$ cat src/rtl/alarm_irq_pkg.sv
package alarm_irq_pkg;

    localparam int NFIELD   = 6;
    localparam int FIELD_W  = 7;
    localparam int ADDR_W   = 3;
    localparam int DATA_W   = 8;

    localparam logic [ADDR_W-1:0] ADDR_STATUS = 3'd0;
    localparam logic [ADDR_W-1:0] ADDR_CTRL   = 3'd1;
    localparam logic [ADDR_W-1:0] ADDR_ALM0   = 3'd2;

    typedef enum logic [1:0] {
        IRQ_IDLE  = 2'd0,
        IRQ_HOLD  = 2'd1,
        IRQ_PULSE = 2'd2
    } irq_state_e;

    // valid BCD bits per field: sec, min, hour, date, month, weekday
    function automatic logic [FIELD_W-1:0] field_mask(input int idx);
        case (idx)
            0, 1:    field_mask = 7'h7F;
            2, 3:    field_mask = 7'h3F;
            4:       field_mask = 7'h1F;
            default: field_mask = 7'h07;
        endcase
    endfunction

endpackage

$ cat src/rtl/alarm_regs.sv
module alarm_regs
    import alarm_irq_pkg::*;
(
    input  logic                          clk,
    input  logic                          rst_n,
    input  logic                          wr_en,
    input  logic [ADDR_W-1:0]             wr_addr,
    input  logic [DATA_W-1:0]             wr_data,
    output logic                          ctrl_en,
    output logic                          ctrl_pulse,
    output logic                          ctrl_auto,
    output logic [NFIELD-1:0][DATA_W-1:0] alm_reg
);

    logic [2:0] ctrl_q;

    always_ff @(posedge clk or negedge rst_n) begin
        if (!rst_n) begin
            ctrl_q <= '0;
        end else if (wr_en && wr_addr == ADDR_CTRL) begin
            ctrl_q <= wr_data[2:0];
        end
    end

    assign ctrl_en    = ctrl_q[0];
    assign ctrl_pulse = ctrl_q[1];
    assign ctrl_auto  = ctrl_q[2];

    for (genvar i = 0; i < NFIELD; i++) begin : g_alm
        localparam logic [ADDR_W-1:0] MY_ADDR = ADDR_ALM0 + ADDR_W'(i);
        logic [DATA_W-1:0] reg_q;
        always_ff @(posedge clk or negedge rst_n) begin
            if (!rst_n) begin
                reg_q <= '0;
            end else if (wr_en && wr_addr == MY_ADDR) begin
                reg_q <= wr_data;
            end
        end
        assign alm_reg[i] = reg_q;
    end

endmodule

$ cat src/rtl/alarm_cmp.sv
module alarm_cmp
    import alarm_irq_pkg::*;
(
    input  logic                           sec_tick,
    input  logic                           enable,
    input  logic [NFIELD-1:0][DATA_W-1:0]  alm_reg,
    input  logic [NFIELD-1:0][FIELD_W-1:0] cur_vec,
    output logic                           hit
);

    logic [NFIELD-1:0] fld_ok;

    for (genvar i = 0; i < NFIELD; i++) begin : g_fld
        localparam logic [FIELD_W-1:0] MASK = field_mask(i);
        logic fld_en;
        logic fld_eq;
        assign fld_en    = alm_reg[i][DATA_W-1];
        assign fld_eq    = ((alm_reg[i][FIELD_W-1:0] & MASK) == (cur_vec[i] & MASK));
        assign fld_ok[i] = !fld_en || fld_eq;
    end

    assign hit = sec_tick && enable && (&fld_ok);

endmodule

$ cat src/rtl/alarm_status.sv
module alarm_status
    import alarm_irq_pkg::*;
(
    input  logic clk,
    input  logic rst_n,
    input  logic set_alm,
    input  logic set_bat,
    input  logic wr_status,
    input  logic [1:0] wr_bits,
    input  logic rd_status,
    input  logic rd_stop,
    input  logic auto_clr,
    output logic alm_q,
    output logic bat_q,
    output logic alm_nxt
);

    logic [1:0] flag_q, flag_d;
    logic [1:0] snap_q, snap_d;
    logic       pend_q, pend_d;
    logic [1:0] set_vec;

    assign set_vec = {set_bat, set_alm};

    always_comb begin
        flag_d = flag_q;
        snap_d = snap_q;
        pend_d = pend_q;
        if (wr_status) begin
            flag_d = flag_d & wr_bits;
        end
        if (rd_stop) begin
            if (pend_q && auto_clr) begin
                flag_d = flag_d & ~snap_q;
            end
            pend_d = 1'b0;
            snap_d = '0;
        end else if (rd_status) begin
            pend_d = 1'b1;
            snap_d = snap_q | flag_q;
        end
        // a fresh event wins over any clear and drops out of the snapshot
        flag_d = flag_d | set_vec;
        snap_d = snap_d & ~set_vec;
    end

    always_ff @(posedge clk or negedge rst_n) begin
        if (!rst_n) begin
            flag_q <= '0;
            snap_q <= '0;
            pend_q <= 1'b0;
        end else begin
            flag_q <= flag_d;
            snap_q <= snap_d;
            pend_q <= pend_d;
        end
    end

    assign alm_q   = flag_q[0];
    assign bat_q   = flag_q[1];
    assign alm_nxt = flag_d[0];

    AST_ALM_SETS: assert property (@(posedge clk) disable iff (!rst_n)
        set_alm |=> alm_q);
    AST_WRITE_NEVER_SETS: assert property (@(posedge clk) disable iff (!rst_n)
        (!alm_q && !set_alm) |=> !alm_q);
    AST_BAT_SETS: assert property (@(posedge clk) disable iff (!rst_n)
        set_bat |=> bat_q);

endmodule

$ cat src/rtl/alarm_irq_fsm.sv
module alarm_irq_fsm
    import alarm_irq_pkg::*;
#(
    parameter int PULSE_TICKS = 8192
) (
    input  logic clk,
    input  logic rst_n,
    input  logic hit,
    input  logic pulse_mode,
    input  logic tick_32k,
    input  logic flag_nxt,
    output logic irq_n
);

    localparam int CNT_W = $clog2(PULSE_TICKS + 1);
    localparam logic [CNT_W-1:0] CNT_LOAD = CNT_W'(PULSE_TICKS);

    irq_state_e       state_q, state_d;
    logic [CNT_W-1:0] cnt_q, cnt_d;

    always_comb begin
        state_d = state_q;
        cnt_d   = cnt_q;
        unique case (state_q)
            IRQ_IDLE: begin
                if (hit) begin
                    if (pulse_mode) begin
                        state_d = IRQ_PULSE;
                        cnt_d   = CNT_LOAD;
                    end else begin
                        state_d = IRQ_HOLD;
                    end
                end
            end
            IRQ_HOLD: begin
                if (hit && pulse_mode) begin
                    state_d = IRQ_PULSE;
                    cnt_d   = CNT_LOAD;
                end else if (!flag_nxt) begin
                    state_d = IRQ_IDLE;
                end
            end
            IRQ_PULSE: begin
                if (hit) begin
                    if (pulse_mode) begin
                        cnt_d = CNT_LOAD;
                    end else begin
                        state_d = IRQ_HOLD;
                    end
                end else if (tick_32k) begin
                    if (cnt_q == CNT_W'(1)) begin
                        state_d = IRQ_IDLE;
                        cnt_d   = '0;
                    end else begin
                        cnt_d = cnt_q - CNT_W'(1);
                    end
                end
            end
            default: begin
                state_d = IRQ_IDLE;
                cnt_d   = '0;
            end
        endcase
    end

    always_ff @(posedge clk or negedge rst_n) begin
        if (!rst_n) begin
            state_q <= IRQ_IDLE;
            cnt_q   <= '0;
        end else begin
            state_q <= state_d;
            cnt_q   <= cnt_d;
        end
    end

    always_comb begin
        unique case (state_q)
            IRQ_HOLD, IRQ_PULSE: irq_n = 1'b0;
            default:             irq_n = 1'b1;
        endcase
    end

    AST_PULSE_CNT_LIVE: assert property (@(posedge clk) disable iff (!rst_n)
        (state_q == IRQ_PULSE) |-> (cnt_q != '0));
    AST_HIT_LOWERS_IRQ: assert property (@(posedge clk) disable iff (!rst_n)
        hit |=> !irq_n);
    AST_RESTART_FULL: assert property (@(posedge clk) disable iff (!rst_n)
        (hit && pulse_mode) |=> (cnt_q == CNT_LOAD));

endmodule

$ cat src/rtl/alarm_irq_ctrl.sv
module alarm_irq_ctrl
    import alarm_irq_pkg::*;
#(
    parameter int PULSE_TICKS = 8192
) (
    input  logic       clk,
    input  logic       rst_n,
    input  logic       tick_32k,
    input  logic       sec_tick,
    input  logic [6:0] cur_sec,
    input  logic [6:0] cur_min,
    input  logic [5:0] cur_hour,
    input  logic [5:0] cur_date,
    input  logic [4:0] cur_month,
    input  logic [2:0] cur_wday,
    input  logic       batt_evt,
    input  logic       wr_en,
    input  logic [2:0] wr_addr,
    input  logic [7:0] wr_data,
    input  logic       rd_en,
    input  logic [2:0] rd_addr,
    input  logic       rd_stop,
    output logic [7:0] rd_data,
    output logic       irq_n
);

    logic                           ctrl_en, ctrl_pulse, ctrl_auto;
    logic [NFIELD-1:0][DATA_W-1:0]  alm_reg;
    logic [NFIELD-1:0][FIELD_W-1:0] cur_vec;
    logic                           hit;
    logic                           alm_q, bat_q, alm_nxt;
    logic                           wr_status, rd_status;

    assign cur_vec[0] = cur_sec;
    assign cur_vec[1] = cur_min;
    assign cur_vec[2] = {1'b0, cur_hour};
    assign cur_vec[3] = {1'b0, cur_date};
    assign cur_vec[4] = {2'b0, cur_month};
    assign cur_vec[5] = {4'b0, cur_wday};

    assign wr_status = wr_en && (wr_addr == ADDR_STATUS);
    assign rd_status = rd_en && (rd_addr == ADDR_STATUS);

    alarm_regs u_regs (
        .clk        (clk),
        .rst_n      (rst_n),
        .wr_en      (wr_en),
        .wr_addr    (wr_addr),
        .wr_data    (wr_data),
        .ctrl_en    (ctrl_en),
        .ctrl_pulse (ctrl_pulse),
        .ctrl_auto  (ctrl_auto),
        .alm_reg    (alm_reg)
    );

    alarm_cmp u_cmp (
        .sec_tick (sec_tick),
        .enable   (ctrl_en),
        .alm_reg  (alm_reg),
        .cur_vec  (cur_vec),
        .hit      (hit)
    );

    alarm_status u_status (
        .clk       (clk),
        .rst_n     (rst_n),
        .set_alm   (hit),
        .set_bat   (batt_evt),
        .wr_status (wr_status),
        .wr_bits   (wr_data[1:0]),
        .rd_status (rd_status),
        .rd_stop   (rd_stop),
        .auto_clr  (ctrl_auto),
        .alm_q     (alm_q),
        .bat_q     (bat_q),
        .alm_nxt   (alm_nxt)
    );

    alarm_irq_fsm #(
        .PULSE_TICKS (PULSE_TICKS)
    ) u_fsm (
        .clk        (clk),
        .rst_n      (rst_n),
        .hit        (hit),
        .pulse_mode (ctrl_pulse),
        .tick_32k   (tick_32k),
        .flag_nxt   (alm_nxt),
        .irq_n      (irq_n)
    );

    always_comb begin
        if (rd_addr == ADDR_STATUS) begin
            rd_data = {6'b0, bat_q, alm_q};
        end else if (rd_addr == ADDR_CTRL) begin
            rd_data = {5'b0, ctrl_auto, ctrl_pulse, ctrl_en};
        end else begin
            rd_data = alm_reg[rd_addr - ADDR_ALM0];
        end
    end

    AST_DISABLED_NO_HIT: assert property (@(posedge clk) disable iff (!rst_n)
        !ctrl_en |-> !hit);
    AST_NO_TICK_NO_HIT: assert property (@(posedge clk) disable iff (!rst_n)
        !sec_tick |-> !hit);

endmodule

$ cat config.mk
export PLATFORM = sky130hd
export DESIGN_NAME = alarm_irq_ctrl
export DESIGN_NICKNAME = d
export VERILOG_FILES = /design/src/rtl/alarm_irq_pkg.sv /design/src/rtl/alarm_regs.sv /design/src/rtl/alarm_cmp.sv /design/src/rtl/alarm_status.sv /design/src/rtl/alarm_irq_fsm.sv /design/src/rtl/alarm_irq_ctrl.sv
export SDC_FILE = /design/constraint.sdc
export NUM_CORES = 1
export LEC_CHECK = 0
export BUFFER_PORTS_ARGS = -buffer_cell sky130_fd_sc_hd__buf_2
export CORE_UTILIZATION = 60
export CTS_CLUSTER_SIZE = 28
export DETAILED_ROUTE_END_ITERATION = 10
export PLACE_DENSITY_LB_ADDON = 0.15
export SLEW_MARGIN = 20
export SYNTH_ARGS = -nofsm -noshare
export SYNTH_HDL_FRONTEND = slang
export SYNTH_HIERARCHICAL = 1
export SYNTH_SLANG_ARGS = --single-unit
$ cat constraint.sdc
create_clock -name clk -period 4.1 [get_ports clk]
set_input_delay 0.41 -clock clk [delete_from_list [all_inputs] [get_ports clk]]
set_output_delay 0.41 -clock clk [all_outputs]
set_load 0.02 [all_outputs]
# Word level (Yosys, flattened, before mapping)
# Cells that the tools add are included.
[totals]
reg_bits = 72
latchBits = 0
ram_bits = 0
rom_bits = 0
input_bits = 56
wordCells = 106
n_memories = 0
[op_classes]
addsub = 2
mul = 0
div = 0
magnitude_cmp = 1
eq_ne = 23
shift = 0
n_mux = 28
bitwise_logic = 7
reduce_logical = 33
[op_table]
columns = ["op", "count"]
rows = [
  ["14-bit two-way mux", 6],
  ["14-bit case mux with 3 select lines", 1],
  ["2-bit two-way mux", 13],
  ["8-bit binary-select mux with 3-bit select", 1],
  ["8-bit two-way mux", 3],
  ["14-bit by 1-bit == test with 1-bit output, second input constant", 1],
  ["7-bit == test", 2],
  ["14-bit by 1-bit subtractor with 14-bit output, second input constant", 1],
  ["1-bit logical AND", 13],
  ["3-bit == test, second input constant", 4],
  ["6-bit == test", 2],
  ["2-bit AND", 3],
  ["3-bit by 1-bit == test with 1-bit output, second input constant", 2],
  ["3-bit by 2-bit == test with 1-bit output, second input constant", 2],
  ["1-bit zero test", 6],
  ["3-bit zero test", 2],
  ["1-bit logical OR", 6],
  ["3-bit by 2-bit inequality test with 1-bit output, second input constant", 2],
  ["2-bit case mux with 3 select lines", 1],
  ["6-bit AND reduction", 1],
  ["5-bit == test", 1],
  ["5-bit AND reduction", 1],
  ["3-bit by 4-bit < comparator with 1-bit output, second input constant", 1],
  ["2-bit by 1-bit inequality test with 1-bit output, second input constant", 2],
  ["13 further kinds", 17],
]

# Longest topological paths before layout
# Gate-level depths: netlist of the first run.
[logic_depth]
depth_word = 10
depth_mapped = 11

# Cells and area by module
# Netlist of the first run, hierarchy kept.
[by_module_without_submodules]
columns = ["mod", "n_inst", "cells_each", "area_each_um2", "seq_area_each_um2"]
rows = [
  ["alarm_regs", 1, 115, 2092.0, 1276.2],
  ["alarm_irq_fsm", 1, 122, 1093.5, 400.4],
  ["alarm_irq_ctrl", 1, 55, 480.5, 0.0],
  ["alarm_cmp", 1, 48, 396.6, 0.0],
  ["alarm_status", 1, 17, 195.2, 125.1],
]

# Worst setup path after synthesis of the first run
# Ideal clock, no wire load.
[synth_path]
path_type = "input port to flip-flop"
startpoint = "in cur_sec[1]"
endpoint = "reg u_fsm.cnt_q[8]"
t_arrival_ns = 2.477
t_required_ns = 4.013
path_slack_ns = 1.536
stages = 9
path_buffers = 0
path_cell_list = "xor2_1 > o41ai_1 > nand4_1 > a211oi_2 > inv_1 > o32ai_4 > nand3_4 > or4_1 > o211ai_1"
[synth_via]
elab_chain_cells = 7
word_cells_on_any_way = 11
[synth_lines]
columns = ["element", "line_no", "rtl"]
rows = [
  ["start: declaration", "alarm_irq_ctrl.sv:10", "input logic [6:0] cur_sec,"],
  ["7-bit == test (*)", "alarm_cmp.sv:18", "assign fld_eq = ((alm_reg[i][FIELD_W-1:0] & MASK) == (cur_vec[i] & MASK));"],
  ["1-bit logical OR (*)", "alarm_cmp.sv:19", "assign fld_ok[i] = !fld_en || fld_eq;"],
  ["6-bit AND reduction (*)", "alarm_cmp.sv:22", "assign hit = sec_tick && enable && (&fld_ok);"],
  ["1-bit logical AND (*)", "alarm_cmp.sv:22", ""],
  ["net hit", "alarm_irq_ctrl.sv:30", "logic hit;"],
  ["1-bit logical AND", "alarm_irq_fsm.sv:36", "if (hit && pulse_mode) begin"],
  ["2-bit by 1-bit inequality test with 1-bit output (no line)", "-", ""],
  ["3-bit AND reduction (no line)", "-", ""],
  ["end signal: assignment", "alarm_irq_fsm.sv:72", "cnt_q <= cnt_d;"],
  ["end: declaration", "alarm_irq_fsm.sv:19", "logic [CNT_W-1:0] cnt_q, cnt_d;"],
]
# Mark *: on every way through the listed nets, which the timed path passes. The rest lies on a longest branch.
# A chain may end at the register's enable or synchronous reset.

# Worst setup path after layout of the first run
[layout_path]
startpoint = "reg u_regs.g_alm[0].reg_q[5]"
endpoint = "reg u_fsm.cnt_q[8]"
[layout_via]
elab_chain_cells = 7
word_cells_on_any_way = 11
[layout_lines]
columns = ["element", "line_no", "rtl"]
rows = [
  ["start: declaration", "alarm_regs.sv:31", "logic [DATA_W-1:0] reg_q;"],
  ["start signal: assignment", "alarm_regs.sv:36", "reg_q <= wr_data;"],
  ["7-bit == test (*)", "alarm_cmp.sv:18", ""],
  ["1-bit logical OR (*)", "alarm_cmp.sv:19", ""],
  ["6-bit AND reduction (*)", "alarm_cmp.sv:22", ""],
  ["1-bit logical AND (*)", "alarm_cmp.sv:22", ""],
  ["net hit", "alarm_irq_ctrl.sv:30", ""],
  ["1-bit logical AND", "alarm_irq_fsm.sv:36", ""],
  ["2-bit by 1-bit inequality test with 1-bit output (no line)", "-", ""],
  ["3-bit AND reduction (no line)", "-", ""],
]
# Marked as above.

==> results.md, run 1 <==
* DP Area at between 4000 and 5000 um^2
* Part of the power in registers at between 40% and 50%
* CTS clk-pin slew, worst paths at approximately 0.080 ns
* DRC Markers at 0
* Final Worst Setup Slack at 1.076 ns
* Top Ports at 65
* Hold Vio Cnt, Final at 0
* Initial DRC Count at roughly 220
* DIE AREA at 7430 um^2
* Avg Cell Area, Syn at 11.95 um^2
* Commonest non-fill, non-tap cells in the layout: dfrtp_1 (72), buf_2 (64), mux2_2 (39)
* Grt ovf at 0
* Setup slack, reg-to-reg at about 1.1 ns
* CTS Buf Count at 9
* Chip Height at 86.20 um
* Int Pwr at between 1500 and 2000 uW
* Setup Fix Bufs, Post-CTS at 0
* Drt pass-1 iters at 4
* Syn nets at roughly 420
* Skew-Pair Late Insertion Delay at roughly 0.36 ns
* Slew margin rel. at between 40% and 50%
* Post-DRT Antenna Nets at 0
* Place WS at between 1 and 1.5 ns
* CTS root buf: clkbuf_8
* Crit Path Category: reg -> reg
* Crit-path max FO at 9
* Max Slew Vio Count at 0
* Vias in the first global route at 3,043
* Layout cell share with drive strength beyond 1 at ~37%
* VDD IR max at between 0.0003 and 0.0004 V
* R2R depth at 10
* Fin area at 4793 um^2
* Port bufs at 64
* CP Capture Type: flop
* Max frequency at between 300 and 400 MHz
* Drt via density at between 5 and 6
* Die width at between 80 and 90 um
* Worst reg2reg startpoint: u_regs/g_alm[0].reg_q[5]
* Filler cells at 526
* Status: completed
* Initial Utilization at between 60 and 70%
* Clk buf depth at 2
* Initial antenna violation count at 0
* RSZ-0062 raised after global routing: false
* Syn Inst Count at roughly 360
* Arrival time worst endpoint at approximately 3.3 ns
* Power share of the clock group at roughly 22%
* Data required time of the worst path at 4.38 ns
* Mapped cell area at 4254 um^2
* Tot GR Track Use at 28.62%
* Final worst path period share at between 70% and 80%
* Commonest non-fill, non-tap cell in the layout: dfrtp_1
* CTS Sinks at between 70 and 80
* Min cycle time layout at just over 3 ns
* Footprint of the multi-input gates at around 2300 um^2
* Site Rows at 30
* Setup TNS at 0 ns
* CP Launch Type: flop
* Combinational share of power at 37.2%
* RD Place Congestion at between 0.9 and 1
* Antenna diodes at 0
* Switching Power at ~980 uW
* Switching Share at between 30 and 40%
* Largest net degree at the start of global routing at 40
* Routed Wire Length at 9424 um
* Hold-fix buffers at CTS at 0
* Critical R2R Capture: u_fsm/cnt_q[8]
* Maxcap violations at 0
* Worst hold path class: in -> async
* DP HPWL at between 6000 and 7000 um
* Pwr dens at between 500 and 600 nW/um^2
* Finish-stage setup viols at 0
* Global-route wire length before repair at between 15,000 and 20,000 um
* Leak at around 0.0022 uW
* WL/cell at roughly 18 um
* Core area at roughly 7000 um^2
* Post-CTS resize count at 0
* Area Overhead vs Synth at 12.68%
* Vias at 3,095
* Total number of H-tree levels at 3
* CTS tree: built
* Clk_skew at about 0.0075 ns
* Nets@finish at 481
* Synth warn at 6
* Worst slew pin tran at roughly 0.85 ns
* Storage cell area at 1802 um^2
==> through the flow <==
stage	hold slack, ns	instances	power, uW	utilization (%)
final	0.1438	520	2641	70.16
after global routing	0.2073	520	2822	70.16
after CTS	0.1879	520	2648	70.16
after detailed placement	0.4889	504	2050	67.14
after global placement	0.4866	504	2022	67.14
after floorplan	0.1144	356	1797	-
==> layer usage <==
layer | share of wire, % | global-route usage (%) | vias up
met1 | 47 | 41.89 | 1546
met3 | 4.2 | 5.238 | 23
li1 | - | - | 1443
met2 | 47 | 42.50 | 83
met5 | 0 | 0 | -
met4 | 2.4 | 11.21 | 0
==> worst max-delay path by stage <==
stage                 endpoint                     start
6_report        u_fsm/cnt_q[8]  u_regs/g_alm[0].reg_q[5]
5_1_grt        u_fsm/cnt_q[10]  u_regs/g_alm[1].reg_q[3]
4_1_cts         u_fsm/cnt_q[8]  u_regs/g_alm[2].reg_q[0]
3_5_place_dp    u_fsm/cnt_q[8]                cur_sec[5]
3_3_place_gp   u_fsm/cnt_q[10]               cur_hour[5]
2_1_floorplan   u_fsm/cnt_q[8]                cur_sec[1]
==> power groups by stage <==
stage | combinational (uW) | clock [uW] | sequential [uW]
floorplan | 771 | 0 | 1030
global placement | 950 | 0 | 1070
detailed placement | 971 | 0 | 1080
CTS | 980 | 601 | 1070
global route | 1100 | 628 | 1100
finish | 983 | 590 | 1070
==> flip-flops by register name, summed over array words and instances (netlist names) <==
register and flops:
u_regs/g_alm.reg_q 48, u_fsm/cnt_q 14, u_regs/ctrl_q 3, u_fsm/state_q 2
u_status/flag_q 2, u_status/snap_q 2, u_status/pend_q 1
==> final cells by class <==
class                      instances  share of cell area, %
clock buffer                      11                  3.158
clock inverter                     5                  1.149
inverter                          11                 0.8614
multi-input combinational        260                  47.90
sequential                        72                  37.59
tap                               96                  2.506
timing repair buffer              65                  6.839
==> critical path, stage by stage, from the launching register on <==
cell	delay, ns
dfrtp_1	0.43
xnor2_1	0.16
nand4_1	0.15
o41ai_1	0.28
nand4_1	0.16
a211oi_2	0.53
inv_1	0.19
o32ai_4	0.27
nand3_4	0.18
or4_1	0.49
o211ai_1	0.09
Note: power is estimated with default switching activity, not from simulation.
==> inputs of run 2 (changes only) <==
ABC_AREA = 1   (was default)
CORE_UTILIZATION = 58   (was 60)
clock period = 3 ns   (was 4.1 ns; I/O delays follow)
==> run 2 against run 1 <==
Against the previous run: die area grew 14%; combinational power rose by 57%; count of clock-buffer cells in the layout shrank 2; critical path depth rose by 7; cell area grew 13%; non-clock buffer count grew 2; core utilization fell by 0.64 points; sequential share of layout area shrank 4.2 points; hold slack better by 0.0057 ns; highest routed layer unchanged; register-to-register slack worse by 0.64 ns; sequential power up 29%; cell count grew 71%.
==> results.md, run 2 <==
* Status: completed
* Layout Cells excl Fill at 889
* Setup slack, reg-to-reg at 0.43 ns
* Commonest non-fill, non-tap cell in the layout: nand2_1
* Number of flip-flops in the largest register at 48
* Worst hold path class: in -> reg
* Tot GR Track Use at 31.44%
* Finish-stage setup viols at 0
* CP Launch Type: flop
* Skew-Pair Late Insertion Delay at 0.35 ns
* Worst path depth at 17
* Final Worst Setup Slack at between 0.4 and 0.5 ns
* Largest net degree at the start of global routing at 47
* Synth warn at 6
* Global-route wire length before repair at 20,780 um
* Initial Utilization at 60.33%
* Pwr dens at ~750 nW/um^2
* Nets@finish at between 800 and 900
* RD Place Congestion at between 0.9 and 1
* Layout cell share with drive strength beyond 1 at between 10% and 20%
* Antenna diodes at 0
* CP most frequent cell: nand2_1
* DRC Markers at 0
* Max Slew Vio Count at 0
* Vias in the first global route at approximately 4.6k
* Avg Cell Area, Syn at between 6 and 7 um^2
* Syn nets at ~780
* Commonest non-fill, non-tap cells in the layout: nand2_1 (306), inv_1 (77), dfrtp_1 (72)
* Setup TNS at 0 ns
* Core area at 7767 um^2
* Final worst path period share at a little under nine tenths
* Post-DRT Antenna Nets at 0
* Post-CTS resize count at 0
* Slew margin rel. at between 50% and 60%
* RSZ-0062 raised after global routing: false
* Crit Path Category: reg -> reg
* Drt pass-1 iters at 5
* CTS tree: built
* Critical R2R Capture: u_fsm/cnt_q[1]
* Syn Inst Count at 715
* Clk_skew at about 0.012 ns
* Arrival time worst endpoint at 2.79 ns
* DP HPWL at between 9000 and 10,000 um
* Port bufs at 64
* Chip Height at 91.88 um
* Crit-path max FO at 14
* Drt via density at 5.308
* Area Overhead vs Synth at 15.25%
* Initial DRC Count at 288
* DP Area at 5099 um^2
* CTS root buf: clkbuf_8
* Worst slew pin tran at about 0.68 ns
* Cell Chain, Critical Path: inv_1 > nand2_1 > nand2_1 > nand2_1 > nor2_1 > nand2_1 > nand2_1 > nand2_1 > inv_1 > nand2_1 > nor2_1 > buf_4 > nand2_1 > nand2_2 > nand3_1 > o21ai_0 > o31ai_1
* Maxcap violations at 0
* Initial antenna violation count at 0
* Grt ovf at 0
* CTS clk-pin slew, worst paths at roughly 0.090 ns
* Leak at slightly above 0.003 uW
* Total number of H-tree levels at 3
* Data required time of the worst path at around 3.2 ns
* Hold Vio Cnt, Final at 0
* CP Capture Type: flop
* Clk buf depth at 2
* Place WS at 0.5572 ns
* Min cycle time layout at roughly 2.6 ns
* WP buf/inv at 3
* Site Rows at 32
* Die width at between 90 and 100 um
* CTS Sinks at about 70
* Hold Path Sink: u_status/flag_q[1]
* Top Registers: u_regs/g_alm.reg_q: 48 flops, u_fsm/cnt_q: 14 flops, u_regs/ctrl_q: 3 flops
* Min-Delay Startpoint: batt_evt
* Max frequency at 389.4 MHz
* Mapped cell area at 4686 um^2
* Top delay family on crit path: simple AND/OR/NAND/NOR gates
* Top Ports at between 60 and 70
* Worst reg2reg startpoint: u_regs/g_alm[1].reg_q[0]
* Vias at around 4.7k
* Reg with most FFs: u_regs/g_alm.reg_q
* WL/cell at 14.14 um
* Fin area at roughly 5400 um^2
* CP max-delay cell: dfrtp_1
* Hold path cells at 3
* CTS Buf Count at 9
* Routed Wire Length at 12,570 um
* DIE AREA at between 8000 and 9000 um^2
* R2R depth at 17
* Max incr delay on CP at between 0.4 and 0.5 ns
* VDD IR max at roughly 0.00055 V
* Placed cells at 872
## run 2: cell count changes in the layout (fill, tap and decap cells not counted), moves of 7 or more
cell / change
inv_1: +66
inv_2: +7
mux2_2: -39
mux2_4: -16
mux2i_1: -13
nand2_1: +284
nand2_2: +7
nand3_1: +49
nor2_1: +61
nor2_2: +7
o21ai_1: +14
xnor2_1: -10
## run 2: where the power goes
group	internal (uW)	switching (uW)
combinational	527	1010
sequential	1170	206
clock	723	383
## run 2: worst max-delay path by stage
stage                     slack [ns]             end                startpoint
after floorplan                 0.94  u_fsm/cnt_q[1]  u_regs/g_alm[0].reg_q[4]
after global placement          0.58  u_fsm/cnt_q[1]                cur_min[2]
after detailed placement        0.56  u_fsm/cnt_q[1]  u_regs/g_alm[1].reg_q[0]
after CTS                       0.48  u_fsm/cnt_q[1]  u_regs/g_alm[1].reg_q[0]
after global routing            0.23  u_fsm/cnt_q[1]  u_regs/g_alm[1].reg_q[0]
final                           0.43  u_fsm/cnt_q[1]  u_regs/g_alm[1].reg_q[0]
## run 2: area by class of cell
class                   instances  area [um^2]
fillers                       688         2367
repair buffers                 67        357.8
clock inverters                 7        167.7
inverters                      85        320.3
multi-input cells             547         2501
clock buffers                   9        123.9
well taps                     102        127.6
flip-flops and latches         72         1802
## run 2: timing repair
action                    in CTS  in global routing
hold buffers                   1                  0
hold endpoints to repair      13                  0
setup buffers                  0                  0
## run 2: worst register-to-register path, stage by stage, from the launching register on
cell and delay (ns):
dfrtp_1 0.43, inv_1 0.07, nand2_1 0.05, nand2_1 0.05
nand2_1 0.07, nor2_1 0.13, nand2_1 0.06, nand2_1 0.09
nand2_1 0.06, inv_1 0.05, nand2_1 0.05, nor2_1 0.09
buf_4 0.16, nand2_1 0.10, nand2_2 0.12, nand3_1 0.42
o21ai_0 0.33, o31ai_1 0.10
## run 2: layer usage
metal  part of all wire [%]  vias up  track usage (%)
met5                      0        -                0
met4                    3.8        0            17.06
met3                    6.5       36            4.478
met1                     40     2164            37.55
li1                       -     2343                -
met2                     50      176            54.48
## run 2: through the flow
step	total power (uW)	util, %	hold WS, ns
finish	4024	69.52	0.1496
global route	4299	69.52	0.1669
CTS	4030	69.52	0.1424
detailed placement	2912	65.64	0.3708
global placement	2862	65.64	0.3648
floorplan	2491	-	0.004409
==> inputs of run 3 (changes only) <==
BUFFER_PORTS_ARGS = -buffer_cell sky130_fd_sc_hd__clkbuf_2   (was -buffer_cell sky130_fd_sc_hd__buf_2)
CAP_MARGIN = 0   (was default)
==> run 3 against run 2 <==
Against the previous run: wire length shrank 1.0%; combinational power is essentially flat; clock power shrank 13%; total power shrank 3.7%; cell count is the same; hold slack lost 0.13 ns; clock skew shrank 0.0045 ns; maximum frequency shrank 1.5%; highest routed layer unchanged.
==> results.md, run 3 (synthesized netlist as in run 2, its figures left out) <==
* Layout cell share with drive strength beyond 1 at between 10% and 20%
* Site Rows at 32
* Top Registers: u_regs/g_alm.reg_q: 48 flops, u_fsm/cnt_q: 14 flops, u_regs/ctrl_q: 3 flops
* Clk buf depth at 2
* DRC Markers at 0
* Commonest non-fill, non-tap cells in the layout: nand2_1 (306), inv_1 (77), dfrtp_1 (72)
* CTS tree: built
* Nets@finish at about 840
* Hold-fix buffers at CTS at 0
* Min cycle time layout at roughly 2.6 ns
* Drt pass-1 iters at 5
* Initial antenna violation count at 0
* Total number of H-tree levels at 3
* Post-DRT Antenna Nets at 0
* Post-CTS resize count at 0
* Max Slew Vio Count at 0
* Routed Wire Length at 12,450 um
* Worst hold path class: in -> async
* Port bufs at 64
* DIE AREA at 8442 um^2
* Layout Cells excl Fill at around 890
* Largest net degree at the start of global routing at just over 40
* Area Overhead vs Synth at 14.39%
* Antenna diodes at 0
* Setup Fix Bufs, Post-CTS at 0
* Top delay family on crit path: simple AND/OR/NAND/NOR gates
* Grt ovf at 0
* Top Ports at 65
* Final Worst Setup Slack at 0.3922 ns
* WP buf/inv at 2
* Worst slew pin tran at 0.7778 ns
* Data required time of the worst path at about 3.2 ns
* Chip Height at ~90 um
* CP Launch Type: flop
* VDD IR max at between 0.0005 and 0.0006 V
* DP HPWL at 9189 um
* Number of flip-flops in the largest register at 48
* Arrival time worst endpoint at 2.84 ns
* CP Capture Type: flop
* CTS root buf: clkbuf_8
* Initial DRC Count at 246
* Status: completed
* Place WS at approximately 0.49 ns
* Clk_skew at about 0.0074 ns
* RSZ-0062 raised after global routing: false
* CP max-delay cell: nand3_1
* Initial Utilization at between 60% and 70%
* Placed cells at between 800 and 900
* Commonest non-fill, non-tap cell in the layout: nand2_1
* Crit-path max FO at 14
* Max frequency at about 380 MHz
* Pwr dens at approximately 720 nW/um^2
* Maxcap violations at 0
* Global-route wire length before repair at 20,680 um
* Core area at 7767 um^2
* CP most frequent cell: nand2_1
* Final worst path period share at between 80% and 90%
* CTS Buf Count at 9
* Crit Path Category: reg -> reg
* CTS clk-pin slew, worst paths at approximately 0.08 ns
* Vias in the first global route at ~4.6k
* Cell Chain, Critical Path: xor2_1 > nor3_1 > nand2_1 > nand2_1 > nand2_1 > nor2_1 > buf_4 > inv_1 > nand2_1 > nand3_1 > a21oi_1 > a21boi_1
* Finish-stage setup viols at 0
* Reg with most FFs: u_regs/g_alm.reg_q
* RD Place Congestion at just under 0.9
* Die width at roughly 92 um
* Leak at ~0.0031 uW
* Setup slack, reg-to-reg at 0.39 ns
* WL/cell at 14.00 um
* Tot GR Track Use at 31.34%
* Hold Vio Cnt, Final at 0
* Vias at approximately 4.7k
* Drt via density at between 5 and 6
* Max incr delay on CP at between 0.4 and 0.5 ns
* CTS Sinks at 72
* Slew margin rel. at between 40% and 50%
* Skew-Pair Late Insertion Delay at 0.35 ns
* Setup TNS at 0 ns
run 3: cell types whose count changed in the layout (fill, tap and decap cells not counted), sizes merged:
| cell | before | now |
|---|---|---|
| clkinvlp | 0 | 1 |
| buf | 66 | 4 |
| dlygate4sd3 | 1 | 0 |
| clkinv | 3 | 2 |
| bufinv | 5 | 3 |
| clkbuf | 9 | 74 |
run 3: worst reg2reg max path, stage by stage, from the launching register on:
cell and delay (ns):
dfrtp_1 0.42, xor2_1 0.16, nor3_1 0.21, nand2_1 0.11
nand2_1 0.08, nand2_1 0.07, nor2_1 0.18, buf_4 0.18
inv_1 0.05, nand2_1 0.14, nand3_1 0.45, a21oi_1 0.34
a21boi_1 0.09
run 3: final cells by class:
| class | instances | area, um^2 |
|---|---|---|
| clock buffer | 11 | 151.4 |
| sequential | 72 | 1802 |
| fill | 681 | 2407 |
| clock inverter | 5 | 102.6 |
| tap | 102 | 127.6 |
| multi-input combinational | 547 | 2501 |
| inverter | 85 | 320.3 |
| timing repair buffer | 67 | 355.3 |
run 3: stage by stage:
step	power (uW)	instance area, um^2	hold slack [ns]	util [%]
floorplan	2491	4686	0.004409	-
global placement	2846	5106	0.4142	65.74
detailed placement	2906	5106	0.4135	65.74
CTS	3875	5360	0.03571	69.01
global route	4144	5360	0.08710	69.01
finish	3874	5360	0.02088	69.01
run 3: per-layer routing:
| metal | part of all wire [%] | up-vias | GRT usage (%) |
|---|---|---|---|
| met3 | 7.4 | 35 | 5.058 |
| li1 | - | 2343 | - |
| met1 | 39 | 2185 | 37.40 |
| met2 | 50 | 186 | 54.35 |
| met5 | 0 | - | 0 |
| met4 | 3.4 | 0 | 16.15 |
run 3: path summary, 6_finish.rpt:
| path | from | end | cells after the start |
|---|---|---|---|
| max | u_regs/g_alm[0].reg_q[6] | u_fsm/cnt_q[2] | 12 |
| min | rst_n | u_regs/g_alm[4].reg_q[4] | 1 |
| max reg2reg | u_regs/g_alm[0].reg_q[6] | u_fsm/cnt_q[2] | 12 |
| min reg2reg | u_regs/g_alm[2].reg_q[6] | u_regs/g_alm[2].reg_q[6] | 2 |
| max in group asynchronous | rst_n | u_regs/g_alm[0].reg_q[1] | 2 |
| min in group clk | batt_evt | u_status/flag_q[1] | 3 |
run 3: report_power, final:
group          internal (uW)  total, uW  switching (uW)
Sequential              1170       1380             204
Clock                    596        962             366
Combinational            526       1540            1010
Total                   2290       3870            1580
